File: config.mk
export PLATFORM = sky130hd
export DESIGN_NAME = ds3cp_monitor
export DESIGN_NICKNAME = d
export VERILOG_FILES = /design/src/rtl/ds3cp_pkg.sv /design/src/rtl/ds3cp_frame_walk.sv /design/src/rtl/ds3cp_err_count.sv /design/src/rtl/ds3cp_status.sv /design/src/rtl/ds3cp_monitor.sv
export SDC_FILE = /design/constraint.sdc
export NUM_CORES = 1
export LEC_CHECK = 0
export ABC_AREA = 1
export ABC_CLOCK_PERIOD_IN_PS = 2000
export BUFFER_PORTS_ARGS = -buffer_cell sky130_fd_sc_hd__buf_4
export CORE_UTILIZATION = 50
export CTS_CLUSTER_SIZE = 8
export DETAILED_ROUTE_END_ITERATION = 16
export PLACE_DENSITY = 0.72
export SYNTH_ARGS = -nofsm -noshare
export SYNTH_HDL_FRONTEND = slang
export SYNTH_HIERARCHICAL = 1
export SYNTH_SLANG_ARGS = --single-unit
export TNS_END_PERCENT = 50
File: constraint.sdc
create_clock -name clk -period 2 [get_ports clk]
set_clock_uncertainty 0.05 [all_clocks]
set_input_delay 0.2 -clock clk [delete_from_list [all_inputs] [get_ports clk]]
set_output_delay 0.2 -clock clk [all_outputs]
set_load 0.05 [all_outputs]
File: src/rtl/ds3cp_pkg.sv
`timescale 1ns/1ps
package ds3cp_pkg;
    localparam logic [2:0] ADDR_STATUS = 3'd0;
    localparam logic [2:0] ADDR_CNT_HI = 3'd1;
    localparam logic [2:0] ADDR_CNT_LO = 3'd2;
    localparam logic [2:0] ADDR_ACC_HI = 3'd3;
    localparam logic [2:0] ADDR_ACC_LO = 3'd4;

    // number of CP bits carried per frame
    localparam int CP_COUNT = 3;

    function automatic logic vote3(input logic [2:0] v);
        return (v[0] & v[1]) | (v[0] & v[2]) | (v[1] & v[2]);
    endfunction
endpackage

File: src/rtl/ds3cp_frame_walk.sv
`timescale 1ns/1ps
module ds3cp_frame_walk #(
    parameter int SUBFRAMES   = 7,
    parameter int BLOCKS      = 8,
    parameter int BLOCK_BITS  = 85,
    parameter int CP_SUBFRAME = 2
) (
    input  logic clk,
    input  logic rst_n,
    input  logic in_frame,
    input  logic bit_en,
    input  logic frame_start,
    input  logic bit_in,
    output logic cp_err
);
    import ds3cp_pkg::*;

    localparam int SF_W  = (SUBFRAMES  > 1) ? $clog2(SUBFRAMES)  : 1;
    localparam int BLK_W = (BLOCKS     > 1) ? $clog2(BLOCKS)     : 1;
    localparam int BIT_W = (BLOCK_BITS > 1) ? $clog2(BLOCK_BITS) : 1;

    typedef struct packed {
        logic                aligned;
        logic [SF_W-1:0]     sf;
        logic [BLK_W-1:0]    blk;
        logic [BIT_W-1:0]    slot;
        logic                run_par;
        logic [CP_COUNT-1:0] cp;
        logic                held_par;
        logic                held_ok;
        logic                err;
    } walk_t;

    walk_t st_d, st_q;

    logic [SF_W-1:0]     cur_sf;
    logic [BLK_W-1:0]    cur_blk;
    logic [BIT_W-1:0]    cur_slot;
    logic                par_base;
    logic                par_new;
    logic                is_oh;
    logic                is_last;
    logic [CP_COUNT-1:0] cp_new;

    always_comb begin
        st_d     = st_q;
        st_d.err = 1'b0;
        cur_sf   = frame_start ? '0 : st_q.sf;
        cur_blk  = frame_start ? '0 : st_q.blk;
        cur_slot = frame_start ? '0 : st_q.slot;
        par_base = frame_start ? 1'b0 : st_q.run_par;
        is_oh    = (cur_slot == '0);
        par_new  = par_base ^ (bit_in & ~is_oh);
        is_last  = (cur_sf == SF_W'(SUBFRAMES - 1)) &&
                   (cur_blk == BLK_W'(BLOCKS - 1)) &&
                   (cur_slot == BIT_W'(BLOCK_BITS - 1));
        cp_new   = st_q.cp;
        for (int k = 0; k < CP_COUNT; k++) begin
            if (is_oh && cur_sf == SF_W'(CP_SUBFRAME) && cur_blk == BLK_W'(2 * k + 2))
                cp_new[k] = bit_in;
        end

        if (!in_frame) begin
            st_d.aligned = 1'b0;
            st_d.held_ok = 1'b0;
            st_d.sf      = '0;
            st_d.blk     = '0;
            st_d.slot    = '0;
            st_d.run_par = 1'b0;
        end else if (bit_en && (frame_start || st_q.aligned)) begin
            st_d.aligned = 1'b1;
            st_d.cp      = cp_new;
            if (is_last) begin
                st_d.err      = st_q.held_ok && (vote3(cp_new) != st_q.held_par);
                st_d.held_par = par_new;
                st_d.held_ok  = 1'b1;
                st_d.run_par  = 1'b0;
                st_d.sf       = '0;
                st_d.blk      = '0;
                st_d.slot     = '0;
            end else begin
                st_d.run_par = par_new;
                if (cur_slot == BIT_W'(BLOCK_BITS - 1)) begin
                    st_d.slot = '0;
                    if (cur_blk == BLK_W'(BLOCKS - 1)) begin
                        st_d.blk = '0;
                        st_d.sf  = cur_sf + 1'b1;
                    end else begin
                        st_d.blk = cur_blk + 1'b1;
                        st_d.sf  = cur_sf;
                    end
                end else begin
                    st_d.slot = cur_slot + 1'b1;
                    st_d.blk  = cur_blk;
                    st_d.sf   = cur_sf;
                end
            end
        end
    end

    always_ff @(posedge clk or negedge rst_n) begin
        if (!rst_n) st_q <= '0;
        else        st_q <= st_d;
    end

    assign cp_err = st_q.err;
endmodule

File: src/rtl/ds3cp_err_count.sv
`timescale 1ns/1ps
module ds3cp_err_count #(
    parameter int CNT_W = 16
) (
    input  logic             clk,
    input  logic             rst_n,
    input  logic             cp_err,
    input  logic             sec_pulse,
    input  logic             lo_capture,
    output logic [CNT_W-1:0] count,
    output logic [CNT_W-1:0] accum,
    output logic [7:0]       count_lo_shadow
);
    localparam logic [CNT_W-1:0] CNT_MAX = {CNT_W{1'b1}};

    typedef struct packed {
        logic [CNT_W-1:0] cnt;
        logic [CNT_W-1:0] acc;
        logic [7:0]       shadow;
    } cnt_t;

    cnt_t st_d, st_q;
    logic [CNT_W-1:0] base;

    always_comb begin
        st_d = st_q;
        base = sec_pulse ? '0 : st_q.cnt;
        if (cp_err)
            st_d.cnt = (base == CNT_MAX) ? CNT_MAX : base + 1'b1;
        else
            st_d.cnt = base;
        if (sec_pulse)
            st_d.acc = st_q.cnt;
        if (lo_capture)
            st_d.shadow = st_q.cnt[7:0];
    end

    always_ff @(posedge clk or negedge rst_n) begin
        if (!rst_n) st_q <= '0;
        else        st_q <= st_d;
    end

    assign count           = st_q.cnt;
    assign accum           = st_q.acc;
    assign count_lo_shadow = st_q.shadow;
endmodule

File: src/rtl/ds3cp_status.sv
`timescale 1ns/1ps
module ds3cp_status (
    input  logic       clk,
    input  logic       rst_n,
    input  logic       cp_err,
    input  logic [6:0] ext_set,
    input  logic       rd_clear,
    input  logic [7:0] int_enable,
    output logic [7:0] status,
    output logic       int_n
);
    typedef struct packed {
        logic [7:0] bits;
    } stat_t;

    stat_t st_d, st_q;

    always_comb begin
        st_d      = st_q;
        st_d.bits = (rd_clear ? 8'h00 : st_q.bits) | {cp_err, ext_set};
    end

    always_ff @(posedge clk or negedge rst_n) begin
        if (!rst_n) st_q <= '0;
        else        st_q <= st_d;
    end

    assign status = st_q.bits;
    assign int_n  = ~|(st_q.bits & int_enable);
endmodule

File: src/rtl/ds3cp_monitor.sv
`timescale 1ns/1ps
module ds3cp_monitor #(
    parameter int SUBFRAMES   = 7,
    parameter int BLOCKS      = 8,
    parameter int BLOCK_BITS  = 85,
    parameter int CP_SUBFRAME = 2,
    parameter int CNT_W       = 16
) (
    input  logic       clk,
    input  logic       rst_n,
    input  logic       in_frame,
    input  logic       bit_en,
    input  logic       frame_start,
    input  logic       bit_in,
    input  logic       sec_pulse,
    input  logic [6:0] ext_set,
    input  logic [7:0] int_enable,
    input  logic       rd_en,
    input  logic [2:0] rd_addr,
    output logic [7:0] rd_data,
    output logic       int_n
);
    import ds3cp_pkg::*;

    logic             cp_err;
    logic [CNT_W-1:0] err_cnt;
    logic [CNT_W-1:0] err_acc;
    logic [7:0]       cnt_shadow;
    logic [7:0]       status;
    logic [15:0]      cnt16;
    logic [15:0]      acc16;
    logic             rd_status;
    logic             rd_cnt_hi;

    assign rd_status = rd_en && (rd_addr == ADDR_STATUS);
    assign rd_cnt_hi = rd_en && (rd_addr == ADDR_CNT_HI);
    assign cnt16     = 16'(err_cnt);
    assign acc16     = 16'(err_acc);

    ds3cp_frame_walk #(
        .SUBFRAMES  (SUBFRAMES),
        .BLOCKS     (BLOCKS),
        .BLOCK_BITS (BLOCK_BITS),
        .CP_SUBFRAME(CP_SUBFRAME)
    ) u_walk (
        .clk        (clk),
        .rst_n      (rst_n),
        .in_frame   (in_frame),
        .bit_en     (bit_en),
        .frame_start(frame_start),
        .bit_in     (bit_in),
        .cp_err     (cp_err)
    );

    ds3cp_err_count #(.CNT_W(CNT_W)) u_cnt (
        .clk            (clk),
        .rst_n          (rst_n),
        .cp_err         (cp_err),
        .sec_pulse      (sec_pulse),
        .lo_capture     (rd_cnt_hi),
        .count          (err_cnt),
        .accum          (err_acc),
        .count_lo_shadow(cnt_shadow)
    );

    ds3cp_status u_stat (
        .clk       (clk),
        .rst_n     (rst_n),
        .cp_err    (cp_err),
        .ext_set   (ext_set),
        .rd_clear  (rd_status),
        .int_enable(int_enable),
        .status    (status),
        .int_n     (int_n)
    );

    always_comb begin
        case (rd_addr)
            ADDR_STATUS: rd_data = status;
            ADDR_CNT_HI: rd_data = cnt16[15:8];
            ADDR_CNT_LO: rd_data = cnt_shadow;
            ADDR_ACC_HI: rd_data = acc16[15:8];
            ADDR_ACC_LO: rd_data = acc16[7:0];
            default:     rd_data = 8'h00;
        endcase
    end
endmodule

* Yosys cells after proc, flatten, opt, wreduce, memory -nomap -nowiden
Cells that the tools add are included.
Word-level totals: register bits 69, input port bits 26
Operators by class: $add $sub $neg 4, equality and inequality tests 15, mux-type cells 20, bitwise gates (word level) 10, reduce and logical (&&, ||, !) cells 18
Operator list (number):
- two-way mux 16 bit | 3
- case mux 8 bit (5 select lines) | 1
- two-way mux 21 bit | 1
- adder 16 x 1 -> 16 bit (second input constant) | 1
- == test 16 bit (second input constant) | 1
- == test 3 bit (second input constant) | 5
- two-way mux 15 bit | 1
- two-way mux 14 bit | 1
- two-way mux 13 bit | 1
- == test 3 x 2 -> 1 bit (second input constant) | 4
- logical AND 1 bit | 10
- two-way mux 3 bit | 3
- AND 8 bit | 1
- two-way mux 8 bit | 1
- bitwise OR 8 bit | 1
- OR reduction 8 bit | 1
- adder 7 x 1 -> 7 bit (second input constant) | 1
- == test 7 bit (second input constant) | 1
- logical NOT 7 bit | 1
- two-way mux 7 bit | 1
- adder 3 x 1 -> 3 bit (second input constant) | 2
- two-way mux 1 bit | 6
- two-way mux 6 bit | 1
- AND 1 bit | 4
- other kinds (11) | 14

* Logic depth before layout (Yosys ltp)
Gate-level depths: netlist of the first run.
depth after elaboration 13, gate-level depth with buffers 14, gate-level depth less buffers 14

* Cells and area by module
Netlist of the first run, hierarchy kept.
Modules (own cells, without submodules):
- ds3cp_err_count | times used 1, cells each 252, area each 2014.4 sq um, seq. area each 1001.0 sq um
- ds3cp_frame_walk | times used 1, cells each 174, area each 1315.0 sq um, seq. area each 525.5 sq um
- ds3cp_monitor | times used 1, cells each 99, area each 499.2 sq um, seq. area each 0.0 sq um
- ds3cp_status | times used 1, cells each 44, area each 372.9 sq um, seq. area each 200.2 sq um

* Least setup slack after synthesis of the first run
Ideal clock, no wire load.
path kind register -> register, start point reg u_walk/st_q[7] (netlist bit), end point reg u_walk/st_q[17] (netlist bit), library setup time 129 ps, arrival time 1559 ps, required time 1821 ps, slack 262 ps, stages on the path, launching flop included 14, path buffers 0, period minus slack after synthesis 1738 ps, cells stage by stage dfrtp_1 > inv_1 > nor2_1 > inv_1 > ha_1 > nand2_1 > nor3_2 > nand3_2 > nor2_4 > nand3_1 > nand2_1 > inv_1 > nand2_1 > o21ai_1
On the way: word-level cells in the longest chain between the ends 6
Ends and longest elaborated chain:
- from (decl) | line ds3cp_frame_walk.sv:34 | walk_t st_d, st_q;
- from (signal assigned) | line ds3cp_frame_walk.sv:103 | else st_q <= st_d;
- two-way mux 7 bit * | line ds3cp_frame_walk.sv:50 | cur_slot = frame_start ? '0 : st_q.slot;
- == test 7 bit * | line ds3cp_frame_walk.sv:56, ds3cp_frame_walk.sv:83
- two-way mux 13 bit or logical AND 1 bit (tied branches) | line ds3cp_frame_walk.sv:83, ds3cp_frame_walk.sv:55
- two-way mux 14 bit * | line ds3cp_frame_walk.sv:73 | if (is_last) begin
- two-way mux 21 bit * | line ds3cp_frame_walk.sv:70 | end else if (bit_en && (frame_start || st_q.aligned)) begin
- two-way mux 15 bit * | line ds3cp_frame_walk.sv:63 | if (!in_frame) begin
Every way passes the cells marked *; elsewhere a longest branch is shown, timed or not. The select of a mux whose other input is x is not followed. A chain may end at the register's enable or synchronous reset.

* Worst setup path after layout of the first run
start point reg u_walk/st_q[8] (netlist bit), end point reg u_walk/st_q[19] (netlist bit)
The elaborated chain is that of the path after synthesis.

==> impl_metrics.json, run 1 <==
{
  "period_needed_ns": 1.94,
  "leading_post_synthesis_cells_by_cell_area": "sky130_fd_sc_hd__dfrtp_1, sky130_fd_sc_hd__nand2_1, sky130_fd_sc_hd__inv_1",
  "synthesis.instances": 569,
  "hp-start": "ext_set[2]",
  "syn_avg_cell_area_um2": 7.38,
  "drive_above_1_share_pct": 18.2,
  "syn_area_mm2": 0.00420,
  "final-hold-violation-count": 0,
  "dp_worst_slack_ns": 0.0904,
  "timing.max_slew.rel_slack_pct": 67.1,
  "hpwl_um": 7080,
  "cts-htree-levels": 3,
  "crit_top_cell": "sky130_fd_sc_hd__inv_2",
  "data_required_critical_path_ns": 2.21,
  "p_leak_uw": 0.00252,
  "share_of_yosys_cell_area_claimed_by_the_top_area_cell_type_pct": 41.1,
  "row_count": 33,
  "yosys.area.top_type": "sky130_fd_sc_hd__dfrtp_1",
  "grt_setup_unrepaired": "yes",
  "worstSetupStartpointType": "flop",
  "grt_pass1_wl_um": 16200,
  "worstHoldPathType": "in -> reg",
  "dr.first_iter.drc_count": 259,
  "insertion_delay_ns": 0.34,
  "worstSetupEndpointType": "flop",
  "finish.utilization_pct": 60.7,
  "max_freq_ghz": 0.515,
  "global_route.overflow_total": 0,
  "die_w_um": 93.7,
  "finalCritPeriodShare_pct": 97.0,
  "crit_fanout": 6,
  "tightest_slew_ns": 0.492,
  "r2r-end": "u_walk/st_q[19]",
  "most_used_dff_post_synth": "sky130_fd_sc_hd__dfrtp_1",
  "setup_viol_count_final": 0,
  "largest_net_degree_at_the_start_of_global_routing": 37,
  "drc": 0,
  "synthArstFlopShare_pct": 100,
  "clk_transition_reported_paths_ns": 0.08,
  "drv.max_cap_violation_count": 0,
  "power.density_cell_area_mw_per_mm2": 618,
  "power_frac_seq_pct": 47.2,
  "postSynthRegisterBits": 69,
  "route.antenna.remaining_nets": 0,
  "timing.critical_path.slowest_cell_delay_ns": 0.39,
  "cts_buffers": 9,
  "flow.area_growth_from_synthesis_pct": 18.2,
  "global_route.usage.total_pct": 23.9,
  "cts_root_buf": "sky130_fd_sc_hd__clkbuf_8",
  "reg2reg_slack_ns": 0.06,
  "die_h_um": 93.7,
  "clockPowerShare_pct": 42.0,
  "net-switching-power_uw": 756,
  "synth_nets": 604,
  "core_mm2": 0.00818,
  "vias_per_cell": 5.30,
  "worst-setup-path-type": "reg -> reg",
  "gpl.final_weighted_congestion": 0.894,
  "setup_slack_ns": 0.0592,
  "internal_power_uw": 2310,
  "power.share.combinational_pct": 10.8,
  "worst-path-buf-inv": 3,
  "dpl-instance-area_mm2": 0.00454,
  "vias": 3866,
  "finalWirelength_um": 10300,
  "io_pins": 35,
  "post_drt_wl_per_cell_um": 14.1,
  "number_of_diodes": 0,
  "timing.hold.worst_endpoint": "u_stat/status[2]",
  "worst_ir_drop_vdd_uv": 334,
  "synthMostInstantiatedCell": "sky130_fd_sc_hd__nand2_1",
  "regToRegStartpoint": "u_walk/st_q[8]",
  "tritoncts": "done",
  "synth_edf_count": 0,
  "timing_max_transition_violations_final": 0,
  "cp_slowest_cell": "sky130_fd_sc_hd__dfrtp_1",
  "path_cells": "inv_2 -> nor2_2 -> inv_2 -> ha_4 -> nand2_4 -> nor3_4 -> nand3_2 -> nor2_4 -> buf_6 -> nand2_2 -> xor2_1 -> o22ai_1",
  "post_layout_nets": 655,
  "final_cell_count_no_fill": 730,
  "p_sw_share_pct": 24.6,
  "critPathArrivalTime_ns": 2.15,
  "antenna_violations_before_repair": 0,
  "rr_worst_depth": 12,
  "synth_sequential_area_ratio_pct": 41.1,
  "post-place-cells": 699,
  "synth_cell_types": 35,
  "start_util_pct": 51.4,
  "fp.dieArea_mm2": 0.00877,
  "clock_path_buffers": 2,
  "clk_sink_count": 69,
  "grt_pass1_vias": 3411,
  "holdPathStages": 2,
  "netlist_top_cells_count": "sky130_fd_sc_hd__nand2_1, sky130_fd_sc_hd__inv_1, sky130_fd_sc_hd__dfrtp_1",
  "path_delay_family": "simple AND/OR/NAND/NOR gates",
  "numPortBuffers": 34,
  "yosys_warnings": 6,
  "fin_area_mm2": 0.00497,
  "drtPass1Iterations": 5,
  "status": "completed"
}
[cell families after synthesis]
logic type                 after synthesis  share of synthesized area (%)
AOI/OAI and AO/OA                       69                           9.05
and+or+nand+nor                        305                           34.2
adders and majority gates                9                           2.68
DFF                                     69                           41.1
muxes                                    3                          0.774
buffers and inverters                  109                           11.2
xor gates and xnor gates                 5                           1.04
[metrics by stage]
| step | TNS, ns | hold slack (ns) | power, uW |
|---|---|---|---|
| after floorplan | 0 | -0.146 | 1650 |
| after global placement | 0 | 0.135 | 1760 |
| after detailed placement | 0 | 0.137 | 1770 |
| after CTS | 0 | 0.0000750 | 3070 |
| after global routing | -0.0849 | 0.00827 | 3200 |
| final | 0 | 0.0196 | 3070 |
[how the worst max path moves through the flow]
stage	end	startpoint	depth (start not counted)	slack, ns
CTS	u_walk/st_q[14]	u_walk/st_q[8]	13	0.05
global placement	u_walk/st_q[17]	u_walk/st_q[7]	13	0.21
finish	u_walk/st_q[19]	u_walk/st_q[8]	12	0.06
floorplan	u_walk/st_q[17]	u_walk/st_q[7]	13	0.26
detailed placement	u_walk/st_q[17]	u_walk/st_q[8]	13	0.09
global route	u_walk/cp_err	u_walk/st_q[7]	11	-0.03
[state kept, by name, indices dropped and copies added (netlist names)]
name and cells:
u_walk/st_q 20, u_cnt/accum 16, u_cnt/count 16, u_cnt/count_lo_shadow 8, u_stat/status 8, u_walk/cp_err 1
[power groups by stage]
stage                     clock network [uW]  registers (uW)  logic [uW]
after floorplan                            0            1470         180
after global placement                     0            1470         290
after detailed placement                   0            1480         297
after CTS                               1320            1450         304
after global routing                    1380            1450         363
final                                   1290            1450         331
[cell type report]
type	count	area (um2)
inverters	93	352
flip-flops and latches	69	1730
clock inverters	4	70.1
well taps	105	131
clock buffers	12	155
multi-input cells	391	2080
fillers	711	3210
repair buffers	56	449
[cell usage in the layout (no fill, tap or decap), drive strengths merged, types with 3 or more instances in the layout]
master       count
a21oi           13
buf             51
clkbuf          12
dfrtp           69
dlygate4sd3      5
ha               9
inv             93
nand2          143
nand3           59
nand4           19
nor2            76
nor3             3
o21ai           39
o21bai           9
o22ai            7
xor2             5
[repair_timing]
action	CTS	global route
setup buffers	0	10
endpoints found under the hold margin	36	1
setup endpoints to repair	0	10
resized for setup	0	22
hold buffers	4	1
[routing by layer]
metal,global-route usage (%),share of wire [%],up-vias,wire length (um)
met1,33.5,45,1794,4660
met3,4.77,6.0,16,617
li1,-,-,1909,-
met2,37.1,47,147,4840
met4,7.56,1.8,0,182
met5,0,0,-,0
No activity file was read; power rests on OpenSTA's default activity.
==> run 2: changes to the inputs <==
--- a/config.mk
+++ b/config.mk
@@ -11,7 +11,8 @@
 export CORE_UTILIZATION = 50
 export CTS_CLUSTER_SIZE = 8
 export DETAILED_ROUTE_END_ITERATION = 16
-export PLACE_DENSITY = 0.72
+export GPL_TIMING_DRIVEN = 0
+export PLACE_DENSITY = 0.71
 export SYNTH_ARGS = -nofsm -noshare
 export SYNTH_HDL_FRONTEND = slang
 export SYNTH_HIERARCHICAL = 1
==> impl_metrics.json, run 2 (synthesis results as in run 1) <==
{
  "worstSetupEndpointType": "flop",
  "power.density_cell_area_mw_per_mm2": 614,
  "clk_sink_count": 69,
  "flip_flop_count_of_the_largest_register_all_copies_and_words_added": 20,
  "vias": 3912,
  "registers.top_by_ff_count": "u_walk/st_q",
  "timing.max_slew.rel_slack_pct": 40.9,
  "insertion_delay_ns": 0.35,
  "timing_max_transition_violations_final": 0,
  "gpl.final_weighted_congestion": 0.910,
  "grt_setup_unrepaired": "yes",
  "route.antenna.remaining_nets": 0,
  "drtPass1Iterations": 5,
  "cts_root_buf": "sky130_fd_sc_hd__clkbuf_8",
  "final_common_cell": "sky130_fd_sc_hd__nand2_1",
  "status": "finished, violations left",
  "worstSetupStartpointType": "flop",
  "data_required_critical_path_ns": 2.20,
  "finalCritPeriodShare_pct": 103,
  "grt_pass1_vias": 3623,
  "cts_buffers": 9,
  "final-hold-violation-count": 0,
  "global_route.overflow_total": 0,
  "p_leak_uw": 0.00252,
  "cts-htree-levels": 3,
  "global_route.usage.total_pct": 25.4,
  "clk_transition_reported_paths_ns": 0.08,
  "layout_common_cells": "sky130_fd_sc_hd__nand2_1, sky130_fd_sc_hd__inv_1, sky130_fd_sc_hd__dfrtp_1",
  "flow.area_growth_from_synthesis_pct": 18.8,
  "hpwl_um": 7400,
  "drv.max_cap_violation_count": 0,
  "core_mm2": 0.00818,
  "setup_slack_ns": -0.0523,
  "fp.dieArea_mm2": 0.00877,
  "post_layout_nets": 663,
  "dp_worst_slack_ns": -0.172,
  "setup_viol_count_final": 2,
  "clock_path_buffers": 2,
  "grt_pass1_wl_um": 17000,
  "start_util_pct": 51.4,
  "number_of_diodes": 0,
  "worst_ir_drop_vdd_uv": 333,
  "critPathArrivalTime_ns": 2.25,
  "dr.first_iter.drc_count": 259,
  "tritoncts": "done",
  "die_w_um": 93.7,
  "period_needed_ns": 2.05,
  "crit_fanout": 6,
  "antenna_violations_before_repair": 0,
  "numPortBuffers": 33,
  "worstHoldPathType": "in -> reg",
  "max_freq_ghz": 0.487,
  "tightest_slew_ns": 0.886,
  "drc": 0,
  "largest_net_degree_at_the_start_of_global_routing": 70,
  "finalWirelength_um": 10700,
  "post_drt_wl_per_cell_um": 14.6,
  "die_h_um": 93.7,
  "row_count": 33,
  "io_pins": 35,
  "finish.utilization_pct": 61.0,
  "violations": "setup timing",
  "drive_above_1_share_pct": 18.0,
  "vias_per_cell": 5.30,
  "worst-setup-path-type": "reg -> reg"
}
==> run 2: cell count changes in the layout (fill, tap and decap cells not counted), moves of 3 or more <==
cell,delta
sky130_fd_sc_hd__clkbuf_1,+3
sky130_fd_sc_hd__buf_2,+4
sky130_fd_sc_hd__buf_4,-7
sky130_fd_sc_hd__dlygate4sd3_1,+3
sky130_fd_sc_hd__buf_6,+5
==> run 2: final cells by class <==
cell class                 instances  area (um2)
clock inverter                     6        86.3
fill                             754        3190
clock buffer                      10         138
buffer                            16         118
multi-input combinational        391        2060
sequential                        69        1730
inverter                          93         352
timing repair buffer              48         380
tap                              105         131
==> run 2: repair_timing <==
item / in CTS / in global routing
hold endpoints to repair: 76 / 0
setup buffers: 0 / 7
setup endpoints to repair: 1 / 10
resized for setup: 1 / 15
hold buffers: 8 / 0
pin swaps: 0 / 6
==> run 2: final timing paths <==
check                                start                to  slack (ns)  cells past startpoint
max reg2reg                 u_walk/st_q[7]   u_walk/st_q[19]       -0.05                     11
min reg2reg                u_cnt/accum[11]   u_cnt/accum[11]        0.43                      2
min                                 bit_en   u_walk/st_q[20]        0.07                      3
max in group asynchronous            rst_n  u_stat/status[5]        0.85                      2
max                         u_walk/st_q[7]   u_walk/st_q[19]       -0.05                     11
min in group asynchronous            rst_n   u_cnt/accum[13]        0.47                      2
==> run 2: critical path: stages, from the launching register on <==
cell,delay (ns)
sky130_fd_sc_hd__dfrtp_1,0.38
sky130_fd_sc_hd__inv_2,0.07
sky130_fd_sc_hd__nor2_2,0.05
sky130_fd_sc_hd__inv_1,0.07
sky130_fd_sc_hd__ha_2,0.19
sky130_fd_sc_hd__nand2_2,0.08
sky130_fd_sc_hd__nor3_4,0.22
sky130_fd_sc_hd__nand3_4,0.14
sky130_fd_sc_hd__nor2_4,0.22
sky130_fd_sc_hd__nand2_1,0.09
sky130_fd_sc_hd__xor2_1,0.17
sky130_fd_sc_hd__o22ai_1,0.23
==> run 2: power by group <==
part           total, uW  internal (uW)  switching (uW)
Clock               1280            733             550
Sequential          1450           1430            22.5
Combinational        330            118             212
Total               3060           2280             784
==> run 2: through the flow <==
stage	instance area [um2]	cells	hold WS, ns	power [uW]	setup TNS [ns]
detailed placement	4580	707	0.327	1780	-0.725
global route	4990	738	0.103	3180	-0.524
CTS	4890	731	0.0563	3080	0
floorplan	4200	569	-0.146	1650	0
global placement	4580	707	0.324	1780	-0.380
finish	4990	738	0.0749	3060	-0.0698
==> run 2: per-layer routing <==
| layer | vias up | global-route usage [%] | share of wire, % |
|---|---|---|---|
| met2 | 133 | 40.9 | 47 |
| met4 | 0 | 9.74 | 2.1 |
| met3 | 19 | 3.80 | 5.5 |
| li1 | 1936 | - | - |
| met1 | 1824 | 34.7 | 46 |
| met5 | - | 0 | 0 |
==> run 3: changes to the inputs <==
--- a/config.mk
+++ b/config.mk
@@ -5,7 +5,6 @@
 export SDC_FILE = /design/constraint.sdc
 export NUM_CORES = 1
 export LEC_CHECK = 0
-export ABC_AREA = 1
 export ABC_CLOCK_PERIOD_IN_PS = 2000
 export BUFFER_PORTS_ARGS = -buffer_cell sky130_fd_sc_hd__buf_4
 export CORE_UTILIZATION = 50
==> impl_metrics.json, run 3 <==
{
  "status": "finished, violations left",
  "violations": "setup timing",
  "worstSetupStartpointType": "flop",
  "worstSetupEndpointType": "flop",
  "row_count": 31,
  "largest_net_degree_at_the_start_of_global_routing": 70,
  "power.density_cell_area_mw_per_mm2": 589,
  "cts_buffers": 9,
  "flow.area_growth_from_synthesis_pct": 23.4,
  "crit_fanout": 4,
  "die_h_um": 90.1,
  "clk_transition_reported_paths_ns": 0.08,
  "cts_root_buf": "sky130_fd_sc_hd__clkbuf_8",
  "synthesis.instances": 367,
  "timing.critical_path.slowest_cell_delay_ns": 0.36,
  "worst_ir_drop_vdd_uv": 353,
  "fillCellCount": 600,
  "synth_edf_count": 0,
  "setup_slack_ns": -0.00843,
  "insertion_delay_ns": 0.35,
  "regToRegStartpoint": "u_cnt/count[0]",
  "synth_cell_types": 70,
  "timing.hold.worst_endpoint": "u_walk/st_q[1]",
  "reg2reg_slack_ns": -0.008,
  "clockPowerShare_pct": 40.6,
  "r2r-end": "u_cnt/count[13]",
  "drv.max_cap_violation_count": 0,
  "timing.max_slew.rel_slack_pct": 42.2,
  "most_used_dff_post_synth": "sky130_fd_sc_hd__dfrtp_1",
  "dr.first_iter.drc_count": 161,
  "route.antenna.remaining_nets": 0,
  "final-hold-violation-count": 0,
  "postSynthRegisterBits": 69,
  "finalWirelength_um": 9100,
  "internal_power_uw": 2090,
  "vias": 3110,
  "dp_worst_slack_ns": -0.398,
  "number_of_diodes": 0,
  "start_util_pct": 52.6,
  "fp.dieArea_mm2": 0.00812,
  "drc": 0,
  "cp_slowest_cell": "sky130_fd_sc_hd__dfrtp_1",
  "global_route.overflow_total": 0,
  "vias_per_cell": 5.80,
  "critPathArrivalTime_ns": 2.25,
  "net-switching-power_uw": 729,
  "timing_max_transition_violations_final": 0,
  "path_cells": "nor2b_2 -> ha_4 -> nand4b_1 -> buf_4 -> or3_4 -> o31a_1 -> nand2_1",
  "total_power_after_layout_uw": 2820,
  "gpl.final_weighted_congestion": 0.797,
  "rr_worst_depth": 7,
  "yosys.area.top_type": "sky130_fd_sc_hd__dfrtp_1",
  "worstHoldPathType": "in -> reg",
  "period_needed_ns": 2.01,
  "p_leak_uw": 0.00218,
  "holdPathStages": 3,
  "core_mm2": 0.00737,
  "path_delay_family": "simple AND/OR/NAND/NOR gates",
  "power_frac_seq_pct": 50.0,
  "final_common_cell": "sky130_fd_sc_hd__dfrtp_1",
  "post_drt_wl_per_cell_um": 17.0,
  "post_layout_nets": 467,
  "flip_flop_count_of_the_largest_register_all_copies_and_words_added": 20,
  "hpwl_um": 6110,
  "grt_setup_unrepaired": "yes",
  "drive_above_1_share_pct": 33.6,
  "setup_viol_count_final": 1,
  "finalCritPeriodShare_pct": 100,
  "power.share.combinational_pct": 9.4,
  "tritoncts": "done",
  "hp-start": "in_frame",
  "die_w_um": 90.1,
  "p_sw_share_pct": 25.8,
  "synth_sequential_area_ratio_pct": 44.5,
  "layout_common_cells": "sky130_fd_sc_hd__dfrtp_1, sky130_fd_sc_hd__buf_4, sky130_fd_sc_hd__nand2_1",
  "clock_path_buffers": 2,
  "synthMostInstantiatedCell": "sky130_fd_sc_hd__dfrtp_1",
  "grt_pass1_wl_um": 14700,
  "drtPass1Iterations": 4,
  "leading_post_synthesis_cells_by_cell_area": "sky130_fd_sc_hd__dfrtp_1, sky130_fd_sc_hd__mux2_2, sky130_fd_sc_hd__nand2_1",
  "io_pins": 35,
  "worst-setup-path-type": "reg -> reg",
  "tightest_slew_ns": 0.867,
  "clk_sink_count": 69,
  "global_route.usage.total_pct": 22.7,
  "syn_area_mm2": 0.00388,
  "antenna_violations_before_repair": 0,
  "share_of_yosys_cell_area_claimed_by_the_top_area_cell_type_pct": 44.5,
  "netlist_top_cells_count": "sky130_fd_sc_hd__dfrtp_1, sky130_fd_sc_hd__nand2_1, sky130_fd_sc_hd__mux2_2",
  "synth_nets": 402,
  "synthArstFlopShare_pct": 100,
  "numPortBuffers": 34,
  "grt_pass1_vias": 2979,
  "yosys_warnings": 6,
  "syn_avg_cell_area_um2": 10.6,
  "registers.top_by_ff_count": "u_walk/st_q",
  "worst-path-buf-inv": 1,
  "max_freq_ghz": 0.498,
  "data_required_critical_path_ns": 2.24,
  "cts-htree-levels": 3
}
==> run 3: cell count changes after synthesis, moves of 9 or more <==
cell                      previous run  this run
sky130_fd_sc_hd__a21oi_1            13         4
sky130_fd_sc_hd__nand2_1           136        34
sky130_fd_sc_hd__mux2_2              2        28
sky130_fd_sc_hd__o21ai_0            33         4
sky130_fd_sc_hd__o21ai_1             6        17
sky130_fd_sc_hd__nand4_1            17         4
sky130_fd_sc_hd__nor2_1             67        12
sky130_fd_sc_hd__inv_1              88        15
sky130_fd_sc_hd__a22oi_1             0        11
sky130_fd_sc_hd__nor2b_1             0        13
sky130_fd_sc_hd__nand3_1            51         9
==> run 3: worst max-delay path by stage <==
stage	slack (ns)	cells after the start	from	endpoint
floorplan	0.03	10	frame_start	u_walk/cp_err
global placement	-0.36	10	frame_start	u_walk/st_q[15]
detailed placement	-0.40	10	frame_start	u_walk/st_q[16]
CTS	-0.004	6	u_cnt/count[1]	u_cnt/count[13]
global route	-0.05	7	u_cnt/count[0]	u_cnt/count[13]
finish	-0.008	7	u_cnt/count[0]	u_cnt/count[13]
==> run 3: stage by stage <==
step | area, um2 | instances | hold WS (ns) | utilization (%) | TNS [ns]
floorplan | 3880 | 367 | -0.146 | - | 0
global route | 4790 | 536 | 0.0452 | 65.0 | -0.145
finish | 4790 | 536 | 0.0494 | 65.0 | -0.00843
CTS | 4580 | 524 | 0.0387 | 62.2 | -0.00430
global placement | 4260 | 500 | 0.319 | 57.8 | -4.94
detailed placement | 4260 | 500 | 0.319 | 57.8 | -5.75
==> run 3: cell type report <==
class | instances | area [um2] | share of cell area, %
Multi-Input combinational cell | 267 | 2160 | 45.1
Sequential cell | 69 | 1730 | 36.1
Timing Repair Buffer | 54 | 429 | 8.96
Clock buffer | 9 | 124 | 2.59
Tap cell | 99 | 124 | 2.59
Buffer | 15 | 91.3 | 1.91
Clock inverter | 7 | 73.8 | 1.54
Inverter | 16 | 60.1 | 1.25
==> run 3: worst min-delay path, delay by kind of cell <==
kind	cells	cell delay, ns
simple gates	2	0.10
buf+inv	1	0.11
==> run 3: metal layers <==
layer,part of all wire [%],wire length (um),up-vias,global-route usage [%]
met2,46,4140,86,34.3
met1,49,4450,1532,33.1
met4,0.78,71,0,7.66
met3,4.8,436,8,3.72
met5,0,0,-,0
li1,-,-,1484,-
==> run 3: power by group through the flow <==
stage / registers, uW / logic (uW) / clock network (uW)
finish: 1410 / 266 / 1140
detailed placement: 1440 / 233 / 0
global placement: 1440 / 232 / 0
CTS: 1410 / 250 / 1160
global route: 1410 / 289 / 1210
floorplan: 1440 / 123 / 0
==> run 3: kinds of logic (layout without fill, tap and decap cells) <==
group	Yosys count	count (layout)	synth area share (%)
multiplexers	39	39	11.9
XOR/XNOR	10	10	2.26
AO/OA/AOI/OAI	84	84	15.8
adder cells (fa/ha/maj)	9	9	2.90
flip-flops	69	69	44.5
buffers and inverters	31	101	3.64
AND/OR/NAND/NOR	125	125	19.0
==> run 3: repair_timing <==
action,in CTS,in global routing
hold buffers,8,0
pin swaps,0,12
setup buffers,0,12
gates cloned,0,0
endpoints found under the setup margin,14,26
gates resized for setup,10,29
endpoints found under the hold margin,76,0
